File: src/rtl/dma_cmd_timer.sv
module dma_cmd_timer (
  input  logic       clk,
  input  logic       rst_n,
  input  logic [5:0] cfg,
  input  logic       start,
  input  logic       mem_to_io,
  input  logic       wide,
  input  logic       ready,
  output logic       memr_n,
  output logic       memw_n,
  output logic       ior_n,
  output logic       iow_n,
  output logic       busy,
  output logic       done
);
  logic       ph, fast_q, dir_q, memr_on;
  logic [2:0] cnt;
  logic       tick;

  assign tick = busy & (fast_q | ph);

  always_ff @(posedge clk or negedge rst_n) begin
    if (!rst_n) begin
      busy    <= 1'b0;
      done    <= 1'b0;
      ph      <= 1'b0;
      fast_q  <= 1'b0;
      dir_q   <= 1'b0;
      memr_on <= 1'b0;
      cnt     <= '0;
    end else begin
      done <= 1'b0;
      if (!busy) begin
        if (start) begin
          busy    <= 1'b1;
          ph      <= 1'b0;
          fast_q  <= cfg[0];
          dir_q   <= mem_to_io;
          memr_on <= cfg[1];
          cnt     <= {1'b0, (wide ? cfg[5:4] : cfg[3:2])} + 3'd1;
        end
      end else begin
        ph <= ~ph;
        if (tick) begin
          memr_on <= 1'b1;
          if (cnt != 3'd0) cnt <= cnt - 3'd1;
          else if (ready) begin
            busy    <= 1'b0;
            done    <= 1'b1;
            memr_on <= 1'b0;
          end
        end
      end
    end
  end

  assign iow_n  = ~(busy & dir_q);
  assign memr_n = ~(busy & dir_q & memr_on);
  assign ior_n  = ~(busy & ~dir_q);
  assign memw_n = ~(busy & ~dir_q);

  AST_MEMR_PAIRED: assert property (@(posedge clk) disable iff (!rst_n) !memr_n |-> !iow_n);
  AST_IOR_PAIRED: assert property (@(posedge clk) disable iff (!rst_n) !ior_n |-> !memw_n);
  AST_MIN_LOW: assert property (@(posedge clk) disable iff (!rst_n) $fell(iow_n & memw_n) |=> !(iow_n & memw_n));
  AST_END_READY: assert property (@(posedge clk) disable iff (!rst_n) $rose(iow_n & memw_n) |-> $past(ready));
  AST_DONE_PULSE: assert property (@(posedge clk) disable iff (!rst_n) done |=> !done);
  AST_DONE_QUIET: assert property (@(posedge clk) disable iff (!rst_n) done |-> (memr_n & memw_n & ior_n & iow_n & !busy));
  AST_BUSY_CAUSE: assert property (@(posedge clk) disable iff (!rst_n) $rose(busy) |-> $past(start));
endmodule

File: config.mk
export PLATFORM = sky130hd
export DESIGN_NAME = dma_cmd_timer
export DESIGN_NICKNAME = d
export VERILOG_FILES = /design/src/rtl/dma_cmd_timer.sv
export SDC_FILE = /design/constraint.sdc
export NUM_CORES = 1
export LEC_CHECK = 0
export ABC_AREA = 1
export CORE_MARGIN = 2
export CORE_UTILIZATION = 43
export CTS_CLUSTER_SIZE = 8
export DETAILED_ROUTE_END_ITERATION = 7
export PLACE_DENSITY = 0.82
export SETUP_SLACK_MARGIN = 0.4
export SYNTH_ARGS = -nofsm -noshare
export SYNTH_HDL_FRONTEND = slang
export SYNTH_SLANG_ARGS = --single-unit
export TNS_END_PERCENT = 30
File: constraint.sdc
create_clock -name clk -period 1.3 [get_ports clk]
set_input_delay 0.26 -clock clk [delete_from_list [all_inputs] [get_ports clk]]
set_output_delay 0.26 -clock clk [all_outputs]
set_load 0.01 [all_outputs]
# Word-level counts from Yosys, hierarchy flattened
# Index checks and enable logic that the tools add are counted.
# W data, S select, Z words.
[word_totals]
out_inout_bits = 6
register_bits = 9
word_cells = 46
[op_classes]
reduce_logical = 5
n_addsub = 2
bitwise_logic = 11
n_mux = 19
n_eq_ne = 2
[ops]
columns = ["op", "count"]
rows = [
  ["$mux W1", 14],
  ["$mux W3", 4],
  ["$not A1 Y1", 6],
  ["$and A1 B1 Y1", 4],
  ["$ne A2 B1 Y1 const B", 2],
  ["$reduce_and A2 Y1", 2],
  ["$add A2 B1 Y3 const B", 1],
  ["$reduce_and A3 Y1", 1],
  ["$reduce_bool A3 Y1", 1],
  ["$sub A3 B1 Y3 const B", 1],
  ["$mux W2", 1],
  ["$reduce_bool A2 Y1", 1],
  ["$or A1 B1 Y1", 1],
]

# Logic depth before layout (Yosys ltp)
# Gate-level depths: netlist of the first run.
[logic_depth]
word_depth = 4
depth_mapped = 8
depth_no_buf = 8

# Worst setup path before layout of the first run
# OpenSTA, ideal clock, no wires.
[synth_timing]
path_kind = "register to output"
startpoint = "register busy"
endpoint = "output memw_n"
required_ps = 1040
path_stages_with_launch = 5
t_arrival_ps = 1028
setup_slack_ps = 12
path_buffers = 2
path_cell_list = "dfrtp_1 > buf_6 > inv_2 > or2_1 > buf_4"
[synth_between]
elab_chain_len = 2
[synth_lines]
columns = ["element", "line", "source"]
rows = [
  ["from (decl)", "13", "output logic busy,"],
  ["from (signal assigned)", "24", "busy <= 1'b0;"],
  ["from (signal assigned)", "35", "busy <= 1'b1;"],
  ["from (signal assigned)", "48", "busy <= 1'b0;"],
  ["$and A1 B1 Y1", "n/a", ""],
  ["$not A1 Y1", "n/a", ""],
  ["to (decl)", "10", "output logic memw_n,"],
]
# No other way between the ends.

# Worst setup path in the final report of the first run
[layout_timing]
startpoint = "register busy"
endpoint = "output ior_n"
[layout_between]
elab_chain_len = 2
[layout_lines]
columns = ["element", "line", "source"]
rows = [
  ["$and A1 B1 Y1", "59", "assign ior_n = ~(busy & ~dir_q);"],
  ["$not A1 Y1", "59", ""],
  ["to (decl)", "11", "output logic ior_n,"],
]
# No other way between the ends.

==> results of run 1 <==
-- layout by cell type, fill, tap and decap left out, drive strengths merged --
master	synthesis	layout
buf	2	15
clkbuf	0	4
clkdlybuf4s50	0	10
dfrtp	9	9
dlygate4sd2	0	1
ha	3	3
inv	5	5
nand2	36	36
nand3	7	7
nand3b	1	1
nor2	6	6
o21ai	4	4
or2	1	1
-- critical path, stage by stage, from the launching register on --
cell     delay [ps]
dfrtp_2         410
inv_6            30
or2_4           230
buf_6           120
-- registers in the layout, indices dropped and copies added, names as in the netlist --
register / cells
cnt: 3
fast_q: 1
dir_q: 1
busy: 1
ph: 1
memr_on: 1
done: 1
-- routing by layer --
layer  vias up  track usage
met3         4       0.0944
met4         0        0.112
met1       264        0.262
met2        23        0.444
met5         -            0
li1        288            -
-- report_power, final --
group	internal [uW]	switching [uW]
clock network	118	94.5
logic	699	795
registers	421	129
-- cells in the mapped netlist (all sizes together) --
cell type  instances
or2                1
nand3              7
ha                 3
nand3b             1
nor2               6
buf                2
nand2             36
dfrtp              9
o21ai              4
inv                5
-- stage by stage --
step / utilization / total power (uW) / area (sq um) / setup slack (ps)
floorplan: - / 1330 / 579 / 55.6
global placement: 0.680 / 1660 / 786 / -237
detailed placement: 0.680 / 1720 / 786 / -284
CTS: 0.752 / 2160 / 870 / -24.4
global route: 0.768 / 2460 / 888 / -54.6
finish: 0.768 / 2260 / 888 / -22.7
-- layout make-up --
| cell class | count | area, sq um | area share |
|---|---|---|---|
| clock buffers | 4 | 26.3 | 0.0296 |
| inverters | 5 | 23.8 | 0.0268 |
| multi-input cells | 58 | 360 | 0.406 |
| flip-flops and latches | 9 | 226 | 0.255 |
| well taps | 14 | 17.5 | 0.0197 |
| repair buffers | 26 | 234 | 0.263 |
-- worst paths after layout --
| path | from | slack, ps | end |
|---|---|---|---|
| worst max register to register | busy$_DFF_PN0_ | 60 | cnt[0]$_DFFE_PN0P_ |
| worst min-delay path | rst_n | 300 | done$_DFF_PN0_ |
| min in group clk | cnt[1]$_DFFE_PN0P_ | 510 | cnt[1]$_DFFE_PN0P_ |
| worst min register to register | cnt[1]$_DFFE_PN0P_ | 510 | cnt[1]$_DFFE_PN0P_ |
| worst max-delay path | busy$_DFF_PN0_ | -20 | ior_n |
| max in group asynchronous | rst_n | 680 | busy$_DFF_PN0_ |
-- logic make-up (layout without fill, tap and decap cells) --
kind of cell / after synthesis / in the layout / synth area share
flops: 9 / 9 / 0.403
simple gates: 51 / 51 / 0.427
buf+inv: 7 / 35 / 0.0671
compound gates: 4 / 4 / 0.0358
fa+ha+maj: 3 / 3 / 0.0671
-- timing repair --
item                       4_1_cts  5_1_grt
cloned                           0        0
gates resized for setup         40        5
pin swaps                        5        3
setup endpoints to repair       15       15
buffers inserted                 4        0
==> run metrics, run 1 <==
Worst EP arrival=approximately 1100 ps; post-synthesis cell type count=17; hold-fix buffers at CTS=0; synthesized flop and latch total=9; Syn Inst Count=74; post-route ant nets=0; FP Rows=12; H-tree depth=1; Core Area=approximately 0.0012 sq mm; endpoints failing hold=0; CP required=1040 ps; final WL=1.55 mm; 1st-pass router iterations=4; relative slew slack=0.716; CP max FO=3; setup TNS=-44.0 ps; vias per cell=4.99; largest net degree at the start of global routing=10; Post-DP HPWL=approximately 1.1 mm; final setup violation count=2; initial antenna violation count=0; vias=579; WHS=around 300 ps; clock sinks=9; Die ar.=approximately 0.0016 sq mm; status=finished with violations; Cell Area, Synth=about 560 sq um; leakage power=about 0.00045 uW; first-pass GRT wire length=2.56 mm; Max clock buf depth=2; fin nets=118; IO Pins=18; Syn Area/Cell=between 7 and 8 sq um; CTS tree=done; Least-Margin Pin Slew=425 ps; kind of critical path=flop to primary output; Area growth, synth to finish=58.8%; port bufs=17; yosys warns=0; total CTS buffers=3; dominant cells by area after synthesis=dfrtp_1 40%, nand2_1 23%, ha_1 6.7%; crit path setup slack, layout=-22.7 ps; Worst Setup Start Kind=flop; DRC=0; final period utilization=1.02; met2 WL=844 um; Pwr Density=~2500 mW/mm^2; overall routing resource usage=0.252; vias in the first global route=620; peak supply drop=approximately 1.5 mV; failing checks=setup timing; Root Buffer=clkbuf_4; Max Clk Rate=between 0.7 and 0.8 GHz; Routability Congestion=0.742; worst hold path class=primary input to asynchronous set/reset pin; Worst-Skew Late Latency=between 200 and 300 ps; sequential share of the synthesized area=0.403; die width=~40 um; final cell count without fillers=between 100 and 150; clk_skew=8.61 ps; met3 WL post-DR=94 um; Filler Cells Inserted=85; Worst-path clk slew=around 60 ps; endpoint class of the critical path=primary output; max-cap viol count=0; Initial Util=0.484; Die Ht=about 40 um; Slew Viols, Final=0; Worst Reg-to-Reg Cells=6; Yosys top cell area share=0.403; Top Metal Used=met4; ant diodes=0; WL per Instance=about 13 um; Starting DRT DRC Count=11; layout cells sized above 1=0.353; grt total ovfl=0; met1 WL=576 um; unrepaired setup endpoints after global routing=true; Synth area leader=dfrtp_1; total placed cells including tap cells=108; post-synthesis net count=slightly below 90; post-layout minimum cycle time=1320 ps
Note: power is estimated with default switching activity, not from simulation.
==> inputs of run 2 (changes only) <==
--- a/config.mk
+++ b/config.mk
@@ -5,12 +5,12 @@
 export SDC_FILE = /design/constraint.sdc
 export NUM_CORES = 1
 export LEC_CHECK = 0
-export ABC_AREA = 1
-export CORE_MARGIN = 2
-export CORE_UTILIZATION = 43
+export CAP_MARGIN = 20
+export CORE_AREA = 2 2 39 41
 export CTS_CLUSTER_SIZE = 8
 export DETAILED_ROUTE_END_ITERATION = 7
-export PLACE_DENSITY = 0.82
+export DIE_AREA = 0 0 41 43
+export PLACE_DENSITY = 0.77
 export SETUP_SLACK_MARGIN = 0.4
 export SYNTH_ARGS = -nofsm -noshare
 export SYNTH_HDL_FRONTEND = slang
==> run 2 against run 1 <==
  * The flow still finishes with violations (setup timing)
  * Synthesized cell count down 39%
  * Critical path depth grew 2
  * Total power shrank 13%
  * Area after synthesis is 7.6% lower
  * Critical endpoint is now memr_on$_DFFE_PN0P_
  * Largest power group unchanged
  * Highest routed layer is now met3
==> run metrics, run 2 <==
overall routing resource usage=0.164; Post-synth EDFFs=0; Routability Congestion=between 0.6 and 0.7; endpoints failing hold=0; power after layout=between 1500 and 2000 uW; R2R Setup Slk=-20 ps; Worst-Skew Late Latency=260 ps; 1st-pass router iterations=3; dominant cells by area after synthesis=dfrtp_1 44%, mux2_2 11%, ha_1 7.3%; Root Buffer=clkbuf_4; post-route ant nets=0; Pwr Density=between 2000 and 2500 mW/mm^2; total CTS buffers=3; Worst Reg-to-Reg Cells=5; FP Rows=14; WL per Instance=~13 um; yosys warns=0; setup TNS=-22.4 ps; sequential share of the synthesized area=0.436; relative slew slack=0.711; failing checks=setup timing; most common cell in the netlist=dfrtp_1; Synth area leader=dfrtp_1; ant diodes=0; Post-DP HPWL=approximately 850 um; DRC=0; worst r2r src=busy$_DFF_PN0_; status=finished with violations; Syn Area/Cell=roughly 11 sq um; slowest CP cell=dfrtp_2; WP buf/inv=2; post-synthesis net count=60; max-cap viol count=0; die width=roughly 41 um; CP max FO=6; crit path setup slack, layout=-20.5 ps; vias per cell=4.91; H-tree depth=1; WHS=302 ps; peak supply drop=about 1.1 mV; area share of xor/xnor cells in the synthesized design=0.0169; CP peak stage delay=about 440 ps; Starting DRT DRC Count=4; mux contribution to synthesized area=0.206; first-pass GRT wire length=1.84 mm; final WL=approximately 1.2 mm; Core Area=roughly 0.0014 sq mm; CP Depth=5; worst hold path class=primary input to asynchronous set/reset pin; IO Pins=18; Largest Register=cnt; vias in the first global route=between 400 and 500; Compound-Gate Fraction of Synth Area=0.0944; CTS tree=done; Max Clk Rate=about 0.76 GHz; clk_skew=between 1 and 1.5 ps; Syn Inst Count=between 40 and 50; pre-CTS WS=-408 ps; Yosys top cell area share=0.436; Die Ht=between 40 and 50 um; Cell Area, Synth=517 sq um; port bufs=17; Die ar.=between 0.0015 and 0.002 sq mm; post-synthesis cell type count=22; Setup crit start=busy$_DFF_PN0_; Least-Margin Pin Slew=between 400 and 500 ps; Worst Setup EP=memr_on$_DFFE_PN0P_; post-layout minimum cycle time=1320 ps; largest family of logic cells by synthesized area=multiplexers; max FFs per register=3; Async SR Flop Fraction=1.00; Filler Cells Inserted=117; leakage power=approximately 0.00039 uW; fin nets=slightly below 90; endpoint class of the critical path=flop; adder-cell share of the synthesized area=0.0726; most frequent cells in the layout=10 x clkdlybuf4s50_1, 8 x dfrtp_1, 7 x buf_4; Crit path top cell by count=buf_6; reg2reg end=memr_on$_DFFE_PN0P_; final cell count without fillers=88; worst-path cell chain=buf_6 -> buf_6 -> nor2_4 -> a21o_1 -> mux2_4; Max clock buf depth=2; Worst EP arrival=between 1000 and 1500 ps; Worst-path clk slew=about 60 ps; total placed cells including tap cells=80; ys flop type=dfrtp_1; Worst Setup Start Kind=flop; Initial Util=0.373; commonest non-fill, non-tap cell in the layout=clkdlybuf4s50_1; kind of critical path=flop to flop; initial antenna violation count=0; synthesized flop and latch total=9; Slew Viols, Final=0; CP required=between 1000 and 1500 ps; layout cells sized above 1=0.500; clock sinks=9; Crit path max-delay family=flip-flops; Post-Synth Simple-Gate Area=0.131; unrepaired setup endpoints after global routing=true; vias=432; final period utilization=1.02; final setup violation count=2; grt total ovfl=0; Area growth, synth to finish=64.6%; largest net degree at the start of global routing=10; Commonest cells post-synth=9 x dfrtp_1, 5 x mux2_2, 4 x nor2_1
==> run 2: cell types whose count changed after synthesis, sizes merged, moves of 2 or more <==
| cell | change |
|---|---|
| mux2 | +7 |
| nand2 | -34 |
| nand3 | -6 |
| mux2i | +2 |
| o21ai | -2 |
| inv | -3 |
==> run 2: area by class of cell <==
type | count | area, sq um | share of cell area
clock buffers | 4 | 26.3 | 0.0309
well taps | 16 | 20.0 | 0.0235
repair buffers | 25 | 228 | 0.268
flip-flops and latches | 9 | 226 | 0.266
inverters | 2 | 7.51 | 0.00882
multi-input cells | 32 | 343 | 0.403
==> run 2: logic make-up after synthesis <==
kind of cell             Yosys count
flip-flops                         9
multiplexers                       9
AND/OR/NAND/NOR                   12
AO/OA/AOI/OAI                      7
XOR/XNOR                           1
adder cells (fa/ha/maj)            3
buffers and inverters              4
==> run 2: worst min path at each step <==
stage | endpoint | cells after the start
after floorplan | busy$_DFF_PN0_ | 0
after global placement | memr_on$_DFFE_PN0P_ | 1
after detailed placement | memr_on$_DFFE_PN0P_ | 1
after CTS | ph$_DFFE_PN0P_ | 1
after global routing | ph$_DFFE_PN0P_ | 1
final | ph$_DFFE_PN0P_ | 1
==> run 2: where the power goes <==
part / switching (uW) / internal, uW / leakage (uW)
combinational: 503 / 725 / 0.000275
clock: 103 / 119 / 0.0000150
sequential: 100 / 411 / 0.000104
==> run 2: repair_timing <==
action | in CTS | in global routing
gates resized for setup | 36 | 4
pin swaps | 3 | 2
hold buffers | 0 | 0
buffers inserted | 4 | 0
setup endpoints to repair | 15 | 15
==> run 2: metal layers <==
metal | up-vias | GRT usage | wire, um
met4 | 0 | 0.100 | 0
met3 | 0 | 0.0628 | 68
met5 | - | 0 | 0
met1 | 207 | 0.191 | 471
li1 | 212 | - | -
met2 | 13 | 0.241 | 629
==> run 2: stage by stage <==
step	util	cell area (sq um)
6_report	0.615	851
5_1_grt	0.615	851
4_1_cts	0.599	828
3_5_place_dp	0.546	756
3_3_place_gp	0.546	756
2_1_floorplan	-	551
